File: src/rtl/cyc_count_pkg.sv
package cyc_count_pkg;

    localparam int EN_BIT  = 0;
    localparam int CLR_BIT = 2;
    localparam int DIV_BIT = 3;
    localparam int AUX_BIT = 4;
    localparam int DP_BIT  = 5;
    localparam int FIELD_W = 6;

    typedef struct packed {
        logic dp;
        logic aux;
        logic div;
        logic en;
    } ctrl_t;

    function automatic ctrl_t ctrl_from_word(logic [FIELD_W-1:0] w);
        ctrl_t c;
        c.dp  = w[DP_BIT];
        c.aux = w[AUX_BIT];
        c.div = w[DIV_BIT];
        c.en  = w[EN_BIT];
        return c;
    endfunction

endpackage

File: src/rtl/cyc_ctrl_reg.sv
module cyc_ctrl_reg
    import cyc_count_pkg::*;
(
    input  logic  clk,
    input  logic  rst,
    input  logic  wr_sel,
    input  ctrl_t wr_fields,
    output ctrl_t ctrl,
    output logic  div_chg
);
    ctrl_t ctrl_d, ctrl_q;

    always_comb begin
        ctrl_d = ctrl_q;
        if (wr_sel) begin
            ctrl_d = wr_fields;
        end
    end

    always_ff @(posedge clk) begin
        if (rst) ctrl_q <= '0;
        else     ctrl_q <= ctrl_d;
    end

    assign ctrl    = ctrl_q;
    assign div_chg = wr_sel && (wr_fields.div != ctrl_q.div);
endmodule

File: src/rtl/cyc_prescale.sv
module cyc_prescale #(
    parameter int PRE_W = 6
) (
    input  logic clk,
    input  logic rst,
    input  logic active,
    input  logic div,
    input  logic clear,
    output logic tick
);
    localparam logic [PRE_W-1:0] PRE_LAST = '1;

    logic [PRE_W-1:0] pre_d, pre_q;

    always_comb begin
        pre_d = pre_q;
        if (clear) begin
            pre_d = '0;
        end else if (active && div) begin
            pre_d = pre_q + 1'b1;
        end
    end

    always_ff @(posedge clk) begin
        if (rst) pre_q <= '0;
        else     pre_q <= pre_d;
    end

    assign tick = active && (!div || (pre_q == PRE_LAST));
endmodule

File: src/rtl/cyc_counter.sv
module cyc_counter #(
    parameter int CNT_W = 32
) (
    input  logic             clk,
    input  logic             rst,
    input  logic             clr,
    input  logic             load,
    input  logic [CNT_W-1:0] load_val,
    input  logic             tick,
    output logic [CNT_W-1:0] cnt,
    output logic             ovf
);
    localparam logic [CNT_W-1:0] CNT_MAX = '1;

    typedef struct packed {
        logic             ovf;
        logic [CNT_W-1:0] cnt;
    } cnt_st_t;

    cnt_st_t st_d, st_q;

    always_comb begin
        st_d = st_q;
        if (clr) begin
            st_d = '0;
        end else if (load) begin
            st_d.cnt = load_val;
        end else if (tick) begin
            st_d.cnt = st_q.cnt + 1'b1;
            if (st_q.cnt == CNT_MAX) st_d.ovf = 1'b1;
        end
    end

    always_ff @(posedge clk) begin
        if (rst) st_q <= '0;
        else     st_q <= st_d;
    end

    assign cnt = st_q.cnt;
    assign ovf = st_q.ovf;
endmodule

File: src/rtl/cyc_count_unit.sv
module cyc_count_unit
    import cyc_count_pkg::*;
#(
    parameter int DATA_W    = 32,
    parameter int ADDR_W    = 4,
    parameter int CTRL_ADDR = 0,
    parameter int CNT_ADDR  = 1,
    parameter int PRE_W     = 6
) (
    input  logic              clk,
    input  logic              rst,
    input  logic              wr_en,
    input  logic              rd_en,
    input  logic [ADDR_W-1:0] addr,
    input  logic [DATA_W-1:0] wdata,
    input  logic              prohibit,
    output logic              rd_valid,
    output logic [DATA_W-1:0] rdata
);
    localparam logic [ADDR_W-1:0] A_CTRL = ADDR_W'(CTRL_ADDR);
    localparam logic [ADDR_W-1:0] A_CNT  = ADDR_W'(CNT_ADDR);

    typedef struct packed {
        logic              valid;
        logic [DATA_W-1:0] data;
    } rd_st_t;

    ctrl_t             ctrl_q;
    logic              ctrl_wr;
    logic              clr_pulse;
    logic              div_chg;
    logic              load;
    logic              active;
    logic              tick;
    logic [DATA_W-1:0] cnt_w;
    logic              ovf_w;
    logic [DATA_W-1:0] ctrl_word;
    rd_st_t            rd_d, rd_q;

    assign ctrl_wr   = wr_en && (addr == A_CTRL);
    assign clr_pulse = ctrl_wr && wdata[CLR_BIT];
    assign load      = wr_en && (addr == A_CNT);
    assign active    = ctrl_q.en && !(ctrl_q.dp && prohibit);

    cyc_ctrl_reg u_ctrl (
        .clk       (clk),
        .rst       (rst),
        .wr_sel    (ctrl_wr),
        .wr_fields (ctrl_from_word(wdata[FIELD_W-1:0])),
        .ctrl      (ctrl_q),
        .div_chg   (div_chg)
    );

    cyc_prescale #(.PRE_W(PRE_W)) u_pre (
        .clk    (clk),
        .rst    (rst),
        .active (active),
        .div    (ctrl_q.div),
        .clear  (clr_pulse || div_chg),
        .tick   (tick)
    );

    cyc_counter #(.CNT_W(DATA_W)) u_cnt (
        .clk      (clk),
        .rst      (rst),
        .clr      (clr_pulse),
        .load     (load),
        .load_val (wdata),
        .tick     (tick),
        .cnt      (cnt_w),
        .ovf      (ovf_w)
    );

    always_comb begin
        ctrl_word           = '0;
        ctrl_word[EN_BIT]   = ctrl_q.en;
        ctrl_word[DIV_BIT]  = ctrl_q.div;
        ctrl_word[AUX_BIT]  = ctrl_q.aux;
        ctrl_word[DP_BIT]   = ctrl_q.dp;
        ctrl_word[DATA_W-1] = ovf_w;

        rd_d.valid = rd_en;
        rd_d.data  = '0;
        if (rd_en) begin
            if (addr == A_CTRL)     rd_d.data = ctrl_word;
            else if (addr == A_CNT) rd_d.data = cnt_w;
        end
    end

    always_ff @(posedge clk) begin
        if (rst) rd_q <= '0;
        else     rd_q <= rd_d;
    end

    assign rd_valid = rd_q.valid;
    assign rdata    = rd_q.data;
endmodule

File: config.mk
export PLATFORM = sky130hd
export DESIGN_NAME = cyc_count_unit
export DESIGN_NICKNAME = d
export VERILOG_FILES = /design/src/rtl/cyc_count_pkg.sv /design/src/rtl/cyc_ctrl_reg.sv /design/src/rtl/cyc_prescale.sv /design/src/rtl/cyc_counter.sv /design/src/rtl/cyc_count_unit.sv
export SDC_FILE = /design/constraint.sdc
export NUM_CORES = 1
export LEC_CHECK = 0
export BUFFER_PORTS_ARGS = -buffer_cell sky130_fd_sc_hd__buf_4
export CORE_MARGIN = 8
export CORE_UTILIZATION = 30
export CTS_BUF_LIST = sky130_fd_sc_hd__clkbuf_2 sky130_fd_sc_hd__clkbuf_4 sky130_fd_sc_hd__clkbuf_8
export CTS_CLUSTER_DIAMETER = 120
export DETAILED_ROUTE_END_ITERATION = 10
export PLACE_DENSITY = 0.55
export REMOVE_ABC_BUFFERS = 1
export SLEW_MARGIN = 10
export SYNTH_ARGS = -nofsm -noshare
export SYNTH_HDL_FRONTEND = slang
export SYNTH_HIERARCHICAL = 1
export SYNTH_SLANG_ARGS = --single-unit
File: constraint.sdc
create_clock -name clk -period 2.6 [get_ports clk]
set_clock_uncertainty 0.2 [all_clocks]
set_input_delay 0.13 -clock clk [delete_from_list [all_inputs] [get_ports clk]]
set_output_delay 0.13 -clock clk [all_outputs]
set_load 0.01 [all_outputs]
# Yosys cells after proc, flatten, opt, wreduce, memory -nomap -nowiden
# Cells that the tools add are included.
# op_classes
add_sub_neg	2
n_mul	0
div_mod_pow	0
n_lt_le_gt_ge	0
eq_ne	4
shifts	0
n_mux	4
n_bitwise	3
reduce_logical	19
# ops
cell	n
$mux W32	4
$add A32 B1 Y32 const B	1
$eq A32 B32 Y1 const B	1
$logic_and A1 B1 Y1	8
$add A6 B1 Y6 const B	1
$eq A6 B6 Y1 const B	1
$reduce_or A2 Y1	3
$eq A4 B1 Y1 const B	1
$logic_not A4 Y1	1
$reduce_or A4 Y1	1
$not A1 Y1	3
$reduce_and A3 Y1	1
$logic_not A1 Y1	2
$logic_or A1 B1 Y1	2
$reduce_bool A2 Y1	1
$ne A1 B1 Y1	1
# word_totals
ff_bits	76
latch_bits	0
ram_bits	0
rom_bits	0
input_bits	41
output_inout_bits	33
elab_cells	42
mem_count	0

# Depth between registers and ports, before layout
# Gate-level depths: netlist (run 1).
# depth
ltp_word	6
depth_mapped	10
ltp_nobuf	8

# Modules after synthesis
# The synthesis (run 1) kept the hierarchy.
# modules_own_cells
module	instances	cells_per_inst	area_each_um2	seq_area_each_um2
cyc_counter	1	280	2125.8	660.6
cyc_count_unit	1	119	1280.0	660.6
cyc_prescale	1	34	274.0	120.1
cyc_ctrl_reg	1	15	162.7	80.1

# Least setup slack after synthesis (run 1)
# OpenSTA, ideal clock, no wires.
# synth_path
path_type	flip-flop to flip-flop
startpoint	register, netlist name u_ctrl/ctrl[0]
endpoint	register u_cnt.st_q (netlist bit u_cnt/cnt[19])
setup_ns	0.074
arrival_ns	1.957
required_ns	2.326
slack_ns	0.369
stages_incl_launch_ff	8
n_path_buf	2
synth_period_minus_slack_ns	2.231
cell_sequence	dfxtp_1 > a21boi_0 > and2_2 > buf_2 > nand3_1 > clkbuf_1 > or4_1 > a31oi_1
# synth_via
elab_chain_len	3
# synth_rtl
element	line_no	text
$logic_and A1 B1 Y1	cyc_count_unit.sv:43	assign active = ctrl_q.en && !(ctrl_q.dp && prohibit);
named net active	cyc_count_unit.sv:33	logic active;
$logic_and A1 B1 Y1	cyc_prescale.sv:29	assign tick = active && (!div || (pre_q == PRE_LAST));
named net tick	cyc_count_unit.sv:34	logic tick;
$reduce_bool A2 Y1 (no source line)	--	
end signal: assignment	cyc_counter.sv:36	else st_q <= st_d;
end: declaration	cyc_counter.sv:20	cnt_st_t st_d, st_q;
# The timed path passes the listed nets, and every way through them passes these cells.
# A chain may end at the register's enable or synchronous reset.

# Final worst setup path (run 1)
# layout_path
startpoint	register u_pre.pre_q[0]
endpoint	register u_cnt.st_q (netlist bit u_cnt/cnt[27])
# layout_via
elab_chain_len	4
# layout_rtl
element	line_no	text
start: declaration	cyc_prescale.sv:13	logic [PRE_W-1:0] pre_d, pre_q;
start signal: assignment	cyc_prescale.sv:26	else pre_q <= pre_d;
$eq A6 B6 Y1	cyc_prescale.sv:29	
$logic_or A1 B1 Y1	cyc_prescale.sv:29	
$logic_and A1 B1 Y1	cyc_prescale.sv:29	
named net tick	cyc_count_unit.sv:34	
$reduce_bool A2 Y1 (no source line)	--	
# The timed path passes the listed nets, and every way through them passes these cells.

==> results.tsv, run 1 <==
metric	value	unit
fin util	41.0	%
H-Tree Depth	3	
Crit Reg-Reg Startpoint	u_pre/pre_q[0]$_SDFFE_PP0P_	
Max Fclk	0.419	GHz
maximum clock path buffer count	2	
DRT Wirelength	11400	um
global-route usage over all layers	13.9	%
synthesized flop and latch total	76	
worst slew pin tran	0.988	ns
Synth cell types	54	
register area	0.00152	mm^2
Async SR Flop Fraction	0	%
Final Max Slew Viols	0	
CP startpoint kind	register	
Die Wd	129	um
FILL cells	1279	
R2R depth	8	
vias in the first global route	3692	
most common cell after layout, fill and taps aside	buf_4	
top cells by area, synth	dfxtp_1 40%, nor3_2 7.6%, nand2_1 6.0%	
status	complete, no violations	
worst hold-check path type	in -> reg	
number of port buffers	73	
area leader, netlist	dfxtp_1	
synthesized area	0.00384	mm^2
Root Driver	clkbuf_8	
initial drt markers	206	
TritonCTS clock tree	yes	
Critical Path AT	2.47	ns
Critical Path RT	2.68	ns
via count	3681	
initial antenna violation count	0	
crit share post-route	91.9	%
post-layout net count	594	
worst hold slack	0.0574	ns
RSZ-0062 raised after global routing	false	
Final ANT Viol Nets	0	
Leakage Power	1.85	nW
Post-synth EDFFs	0	
Primary FF master, synth	dfxtp_1	
min Tclk post-route	2.39	ns
first-pass GRT wire length	18700	um
Routed WL per cell	15.7	um
area added between synthesis and finish	34.0	%
GPL Wtd Cong	0.862	
cells after synthesis	448	
pin count of the biggest net entering global routing	33	
yosys warns	6	
number of top-level design ports	74	
Syn Area/Cell	8.58	um^2
CTS Buf Count	9	
setup TNS	0	ns
FP Rows	41	
hold worst-path end	u_pre/pre_q[1]$_SDFFE_PP0P_	
Seq/Total Area, Yosys	39.6	%
ant diodes	0	
Die H	129	um
setup violators final	0	
Multi-input gate area	0.00213	mm^2
postcts setup bufs	0	
Starting Density	30.6	%
critical path type	reg -> reg	
Via density	5.06	
slew margin rel.	34.1	%
Clk pin slew, worst setup/hold paths	0.08	ns
FF-to-FF End	u_cnt/cnt[27]$_SDFFE_PP0P_	
R2R Setup Slk	0.21	ns
Max-Cap Viols	0	
final hold vios	0	
Clock Latency Late Sink	0.36	ns
VDD IR max	0.000187	V
most frequent cells in the layout	88 x buf_4, 76 x dfxtp_1, 61 x nand2_1	
CP Capture Type	register	
HP Start	prohibit	
Clock Sinks	76	
Core ar.	0.0126	mm^2
global route total overflow	0	
top cell type's share of synthesized area	39.6	%
Power Dens Cells	473	mW/mm^2
Detailed Place HPWL	8130	um
hold depth	5	
die area	0.0167	mm^2
peak fanout along the critical path	14	
DR pass1 iterations	5	
share of cells above drive strength 1	27.2	%
Residual DRC	0	
[metal layers]
layer / share of wire, % / global-route usage, % / vias to the layer above / wire [um]
met5: 0 / 0 / - / 0
met4: 1.3 / 5.25 / 0 / 151
met3: 5.6 / 3.66 / 12 / 636
met2: 48 / 22.3 / 94 / 5450
met1: 45 / 17.6 / 1732 / 5180
li1: - / - / 1843 / -
[stage by stage]
stage | setup WS [ns] | instances | area, um^2 | total power (W)
after global placement | 0.247 | 678 | 4580 | 0.00139
after global routing | 0.0600 | 728 | 5150 | 0.00254
after detailed placement | 0.156 | 678 | 4580 | 0.00139
after CTS | 0.136 | 728 | 5150 | 0.00247
after floorplan | 0.134 | 417 | 3680 | 0.00128
final | 0.212 | 728 | 5150 | 0.00244
[kinds of logic (layout without fill, tap and decap cells)]
kind of cell | count (synthesis) | after routing | synth area share, %
buffers and inverters | 38 | 146 | 4.98
flip-flops | 76 | 76 | 39.6
AND/OR/NAND/NOR | 223 | 223 | 35.7
multiplexers | 10 | 10 | 2.61
AO/OA/AOI/OAI | 85 | 85 | 13.3
XOR/XNOR | 14 | 14 | 3.19
adder cells (fa/ha/maj) | 2 | 2 | 0.651
[critical path: stages (launching register included)]
cell      delay (ns)
dfxtp_1         0.38
ha_1            0.18
nand2_1         0.05
o21ai_0         0.16
and2_4          0.27
or4b_1          0.61
nor3_1          0.23
nand3_1         0.11
o211ai_1        0.13
[state kept, by name, indices dropped and copies added (netlist names)]
register     cells
u_cnt/cnt       32
rdata           32
rd_valid         1
u_cnt/ovf        1
u_ctrl/ctrl      4
u_pre/pre_q      6
[final cells by class]
class | count | share of cell area, %
clock inverters | 5 | 1.65
repair buffers | 123 | 19.8
clock buffers | 11 | 2.82
flip-flops and latches | 76 | 29.6
well taps | 172 | 4.18
inverters | 7 | 0.510
multi-input cells | 334 | 41.5
[cells in the mapped netlist, drive strengths merged, types with 5 or more instances]
master and number:
and3 11, o211ai 5, and4 7, nand4 21
or4 5, clkbuf 15, buf 16, a31oi 9
nor4 9, o21ai 26, mux2i 10, inv 7
nor3 43, dfxtp 76, xnor2 10, nand2 61
or3 8, nand3 15, a21oi 26, nor2 22
and2 6
[power by group]
group	switching [W]	internal, W	total [W]
Combinational	0.0000984	0.000104	0.000202
Clock	0.000455	0.000581	0.00104
Sequential	0.0000209	0.00118	0.00120
Total	0.000575	0.00186	0.00244
[worst max-delay path by stage]
stage | start | endpoint | slack (ns) | cells after the start
floorplan | addr[3] | u_cnt/cnt[17]$_SDFFE_PP0P_ | 0.13 | 6
global placement | u_pre/pre_q[0]$_SDFFE_PP0P_ | u_cnt/cnt[27]$_SDFFE_PP0P_ | 0.25 | 8
detailed placement | u_pre/pre_q[0]$_SDFFE_PP0P_ | u_cnt/cnt[27]$_SDFFE_PP0P_ | 0.16 | 8
CTS | u_pre/pre_q[0]$_SDFFE_PP0P_ | u_cnt/cnt[27]$_SDFFE_PP0P_ | 0.14 | 8
global route | u_pre/pre_q[0]$_SDFFE_PP0P_ | u_cnt/cnt[18]$_SDFFE_PP0P_ | 0.06 | 8
finish | u_pre/pre_q[0]$_SDFFE_PP0P_ | u_cnt/cnt[27]$_SDFFE_PP0P_ | 0.21 | 8
[timing repair]
| action | in CTS | in global routing |
|---|---|---|
| setup endpoints to repair | 0 | 2 |
| resized for setup | 0 | 1 |
| endpoints found under the hold margin | 38 | 0 |
| hold buffers | 34 | 0 |
Note: power is estimated with default switching activity, not from simulation.
==> run 2, diff against run 1 <==
Settings changed: CORE_UTILIZATION 30 to 25, PLACE_DENSITY 0.55 to 0.48.
==> run 2 against run 1 <==
Compared with the run above: clock power is 11% higher; highest routed layer unchanged; worst hold slack better by 0.019 ns; critical path type unchanged; sequential cell count stayed put; non-clock buffer count is 2 higher.
==> results.tsv, run 2 (same netlist as run 1, synthesis figures left out) <==
metric	value	unit
Clock Latency Late Sink	0.35	ns
Final ANT Viol Nets	0	
worst hold slack	0.0766	ns
Routed WL per cell	15.8	um
via count	3676	
Root Driver	clkbuf_8	
number of top-level design ports	74	
critical path type	reg -> reg	
Power Dens Cells	489	mW/mm^2
Critical Path RT	2.63	ns
DRT Wirelength	11800	um
Core ar.	0.0151	mm^2
slew margin rel.	33.2	%
Die Wd	140	um
vias in the first global route	3676	
setup violators final	0	
Multi-input gate area	0.00214	mm^2
CP startpoint kind	register	
Detailed Place HPWL	8530	um
number of port buffers	73	
fin util	34.6	%
Clock Sinks	76	
hold depth	5	
Die H	140	um
status	complete, no violations	
die area	0.0196	mm^2
Max-Cap Viols	0	
maximum clock path buffer count	2	
initial antenna violation count	0	
register area	0.00152	mm^2
CTS Buf Count	9	
worst hold-check path type	in -> reg	
worst slew pin tran	1.00	ns
initial drt markers	203	
ant diodes	0	
VDD IR max	0.000209	V
global route total overflow	0	
GPL Wtd Cong	0.843	
Starting Density	25.5	%
post-layout net count	596	
Clk pin slew, worst setup/hold paths	0.08	ns
Residual DRC	0	
FP Rows	45	
area added between synthesis and finish	35.8	%
Final Max Slew Viols	0	
TritonCTS clock tree	yes	
Max Fclk	0.420	GHz
most common cell after layout, fill and taps aside	buf_4	
crit share post-route	91.6	%
Via density	4.93	
min Tclk post-route	2.38	ns
postcts setup bufs	0	
CP Capture Type	register	
global-route usage over all layers	12.1	%
FILL cells	1583	
DR pass1 iterations	5	
first-pass GRT wire length	19100	um
setup TNS	0	ns
share of cells above drive strength 1	27.2	%
Critical Path AT	2.41	ns
most frequent cells in the layout	88 x buf_4, 76 x dfxtp_1, 61 x nand2_1	
RSZ-0062 raised after global routing	false	
Leakage Power	1.88	nW
R2R depth	8	
H-Tree Depth	3	
pin count of the biggest net entering global routing	33	
final hold vios	0	
peak fanout along the critical path	11	
run 2: power by group:
part | switching (W) | internal (W)
clock | 0.000447 | 0.000700
combinational | 0.000100 | 0.000105
sequential | 0.0000206 | 0.00118
total | 0.000567 | 0.00198
run 2: worst max-delay path: stages, from the launching register on:
cell and delay, ns:
dfxtp_1 0.37, ha_1 0.19, nand2_1 0.05, o21ai_0 0.12, and2_2 0.30, nand4_1 0.26, or4_1 0.49, o21ai_0 0.20
a21oi_1 0.09
run 2: area by class of cell:
cell class	instances	share of cell area, %
sequential	76	29.2
multi-input combinational	334	41.0
tap	188	4.51
clock inverter	4	1.82
timing repair buffer	125	20.0
clock buffer	12	3.05
inverter	7	0.504
run 2: repair_timing:
| action | in CTS | in global routing |
|---|---|---|
| endpoints found under the hold margin | 36 | 0 |
| setup endpoints to repair | 0 | 7 |
| hold buffers | 36 | 0 |
| resized for setup | 0 | 1 |
run 2: routing by layer:
metal / GRT usage, % / vias to the layer above / routed length [um]
met2: 19.8 / 75 / 5650
met4: 3.94 / 0 / 155
li1: - / 1848 / -
met3: 3.13 / 6 / 462
met1: 15.1 / 1747 / 5530
met5: 0 / - / 0
run 2: final timing paths:
path	startpoint	end	slack, ns
max	u_pre/pre_q[0]$_SDFFE_PP0P_	u_cnt/cnt[20]$_SDFFE_PP0P_	0.22
min	prohibit	u_pre/pre_q[1]$_SDFFE_PP0P_	0.08
max reg2reg	u_pre/pre_q[0]$_SDFFE_PP0P_	u_cnt/cnt[20]$_SDFFE_PP0P_	0.22
min reg2reg	u_cnt/ovf$_SDFFE_PP0P_	u_cnt/ovf$_SDFFE_PP0P_	0.28
run 2: through the flow:
stage	power, W	setup WS, ns	cell area, um^2	std cells
after CTS	0.00259	0.105	5210	746
after floorplan	0.00128	0.134	3680	417
final	0.00255	0.218	5220	746
after global routing	0.00267	0.0582	5220	746
after global placement	0.00139	0.219	4600	694
after detailed placement	0.00139	0.148	4600	694
==> run 3, diff against run 2 <==
Settings changed: ABC_AREA set to 1, CORE_UTILIZATION 25 to 40, PLACE_DENSITY 0.48 to 0.67.
Clock period 2.6 ns to 2.2 ns, I/O delays scaled along.
==> run 3 against run 2 <==
Compared with the run above: maximum frequency up 14%; area after synthesis up 3.2%; utilization up 21 points; largest power group unchanged.
==> results.tsv, run 3 <==
metric	value	unit
Die Wd	116	um
R2R depth	12	
cells after synthesis	547	
Max Fclk	0.480	GHz
final hold vios	0	
area added between synthesis and finish	35.6	%
Die H	116	um
ant diodes	0	
die area	0.0134	mm^2
CP Capture Type	register	
number of top-level design ports	74	
pin count of the biggest net entering global routing	30	
initial drt markers	168	
RSZ-0062 raised after global routing	true	
initial antenna violation count	0	
VDD IR max	0.000379	V
worst hold-check path type	in -> reg	
Finished Cell Area	0.00538	mm^2
crit-path max cell delay	0.35	ns
global-route usage over all layers	15.3	%
Tot Pwr	0.00299	W
Placed Area	0.00465	mm^2
min Tclk post-route	2.09	ns
setup violators final	0	
DRT Wirelength	10000	um
post-layout net count	709	
Detailed Place HPWL	7190	um
most frequent cells after synthesis	147 x nand2_1, 76 x dfxtp_1, 69 x inv_1	
Max-Cap Viols	0	
number of port buffers	73	
yosys warns	6	
Leakage Power	2.17	nW
vias in the first global route	3687	
top cells by area, synth	dfxtp_1 38%, nand2_1 14%, inv_1 6.5%	
DR pass1 iterations	5	
Clk pin slew, worst setup/hold paths	0.07	ns
most common cell after layout, fill and taps aside	nand2_1	
Cell Count Post-Placement	746	
H-Tree Depth	3	
CP Buf/Inv Count	3	
Post-synth EDFFs	0	
via count	3751	
crit share post-route	94.8	%
synthesized area	0.00397	mm^2
hold depth	5	
GPL Wtd Cong	0.902	
Clock Latency Late Sink	0.35	ns
Routed WL per cell	12.5	um
CP startpoint kind	register	
FP Rows	36	
share of cells above drive strength 1	26.1	%
Power Dens Cells	556	mW/mm^2
Starting Density	41.0	%
Finished Layout Cells	803	
synthesized flop and latch total	76	
CTS Buf Count	9	
Root Driver	clkbuf_8	
maximum clock path buffer count	2	
slew margin rel.	54.1	%
Synth cell types	36	
Async SR Flop Fraction	0	%
Residual DRC	0	
most frequent cells in the layout	145 x nand2_1, 88 x buf_4, 74 x dfxtp_1	
most frequent cell after synthesis	nand2_1	
Core ar.	0.00968	mm^2
Seq/Total Area, Yosys	38.4	%
peak fanout along the critical path	4	
top cell type's share of synthesized area	38.4	%
Primary FF master, synth	dfxtp_1	
Critical Path RT	2.28	ns
critical path depth	12	
Slowest cell on crit path	dfxtp_2	
TritonCTS clock tree	yes	
Final ANT Viol Nets	0	
Syn Area/Cell	7.25	um^2
Clock Sinks	76	
crit-path cells	ha_4 -> nand2_2 -> nor2_2 -> nand2_1 -> a21boi_2 -> buf_4 -> inv_4 -> nor2_4 -> inv_2 -> nor4_4 -> nand4_1 -> a21oi_1	
worst slew pin tran	0.687	ns
first-pass GRT wire length	16500	um
Via density	4.67	
Critical Path AT	2.16	ns
Final Max Slew Viols	0	
critical path type	reg -> reg	
CP delay by family, top	simple AND/OR/NAND/NOR gates	
global route total overflow	0	
status	complete, no violations	
area leader, netlist	dfxtp_1	
-- run 3: changes by cell type after synthesis, sizes merged, moves of 9 or more --
cell | previous run | this run
nand2 | 61 | 160
o21ai | 26 | 7
clkbuf | 15 | 6
inv | 7 | 72
nor3 | 43 | 2
and3 | 11 | 0
nand4 | 21 | 7
nand3 | 15 | 24
a22oi | 0 | 23
mux2i | 10 | 0
nor2 | 22 | 100
-- run 3: path summary, 6_finish.rpt --
check	startpoint	end	slack, ns
min	addr[3]	rdata[31]$_SDFF_PP0_	0.004
max	u_pre/pre_q[1]$_SDFFE_PP0P_	u_cnt/ovf$_SDFFE_PP0P_	0.11
max reg2reg	u_pre/pre_q[1]$_SDFFE_PP0P_	u_cnt/ovf$_SDFFE_PP0P_	0.11
min reg2reg	u_cnt/cnt[30]$_SDFFE_PP0P_	rdata[30]$_SDFF_PP0_	0.26
-- run 3: what timing repair did --
item	CTS	global route
buffers inserted	0	6
hold buffers	37	0
endpoints found under the hold margin	48	0
pin swaps	0	9
endpoints found under the setup margin	30	15
resized for setup	4	16
-- run 3: stage by stage --
step | hold slack, ns | util, % | setup TNS [ns] | worst slack [ns]
after floorplan | 0.0304 | - | -49.70 | -1.69
final | 0.00442 | 55.5 | 0 | 0.115
after global placement | 0.189 | 48.0 | -0.355 | -0.0727
after global routing | 0.00942 | 55.5 | -0.0433 | -0.0433
after CTS | 0.00593 | 54.6 | -0.00807 | -0.00807
after detailed placement | 0.194 | 48.0 | -3.01 | -0.146
-- run 3: final cells by class --
class / instances / area [um^2]
clock buffers: 10 / 131
clock inverters: 5 / 125
fillers: 921 / 4310
inverters: 72 / 273
multi-input cells: 383 / 2140
flip-flops and latches: 76 / 1520
well taps: 133 / 166
repair buffers: 124 / 1020
-- run 3: worst reg2reg max path, stage by stage (launching register included) --
cell and delay (ns):
dfxtp_2 0.35, ha_4 0.15, nand2_2 0.05, nor2_2 0.09, nand2_1 0.06, a21boi_2 0.15
buf_4 0.15, inv_4 0.04, nor2_4 0.12, inv_2 0.07, nor4_4 0.26, nand4_1 0.15
a21oi_1 0.16
-- run 3: per-layer routing --
| metal | global-route usage [%] | up-vias | share of wire, % |
|---|---|---|---|
| met3 | 5.11 | 14 | 6.3 |
| li1 | - | 1955 | - |
| met2 | 27.7 | 83 | 51 |
| met4 | 4.47 | 0 | 1.3 |
| met5 | 0 | - | 0 |
| met1 | 16.6 | 1699 | 41 |
-- run 3: power by group --
part	internal (W)	switching, W
clock network	0.000872	0.000492
registers	0.00139	0.0000142
logic	0.000123	0.000102
total	0.00238	0.000608
-- run 3: cells by family (layout without fill, tap and decap cells) --
kind of cell	count (synthesis)	in the layout	share of synthesized area, %
AND/OR/NAND/NOR	300	300	37.8
flip-flops	76	76	38.4
buffers and inverters	88	211	9.59
AO/OA/AOI/OAI	66	66	10.2
XOR/XNOR	15	15	3.50
adder cells (fa/ha/maj)	2	2	0.631
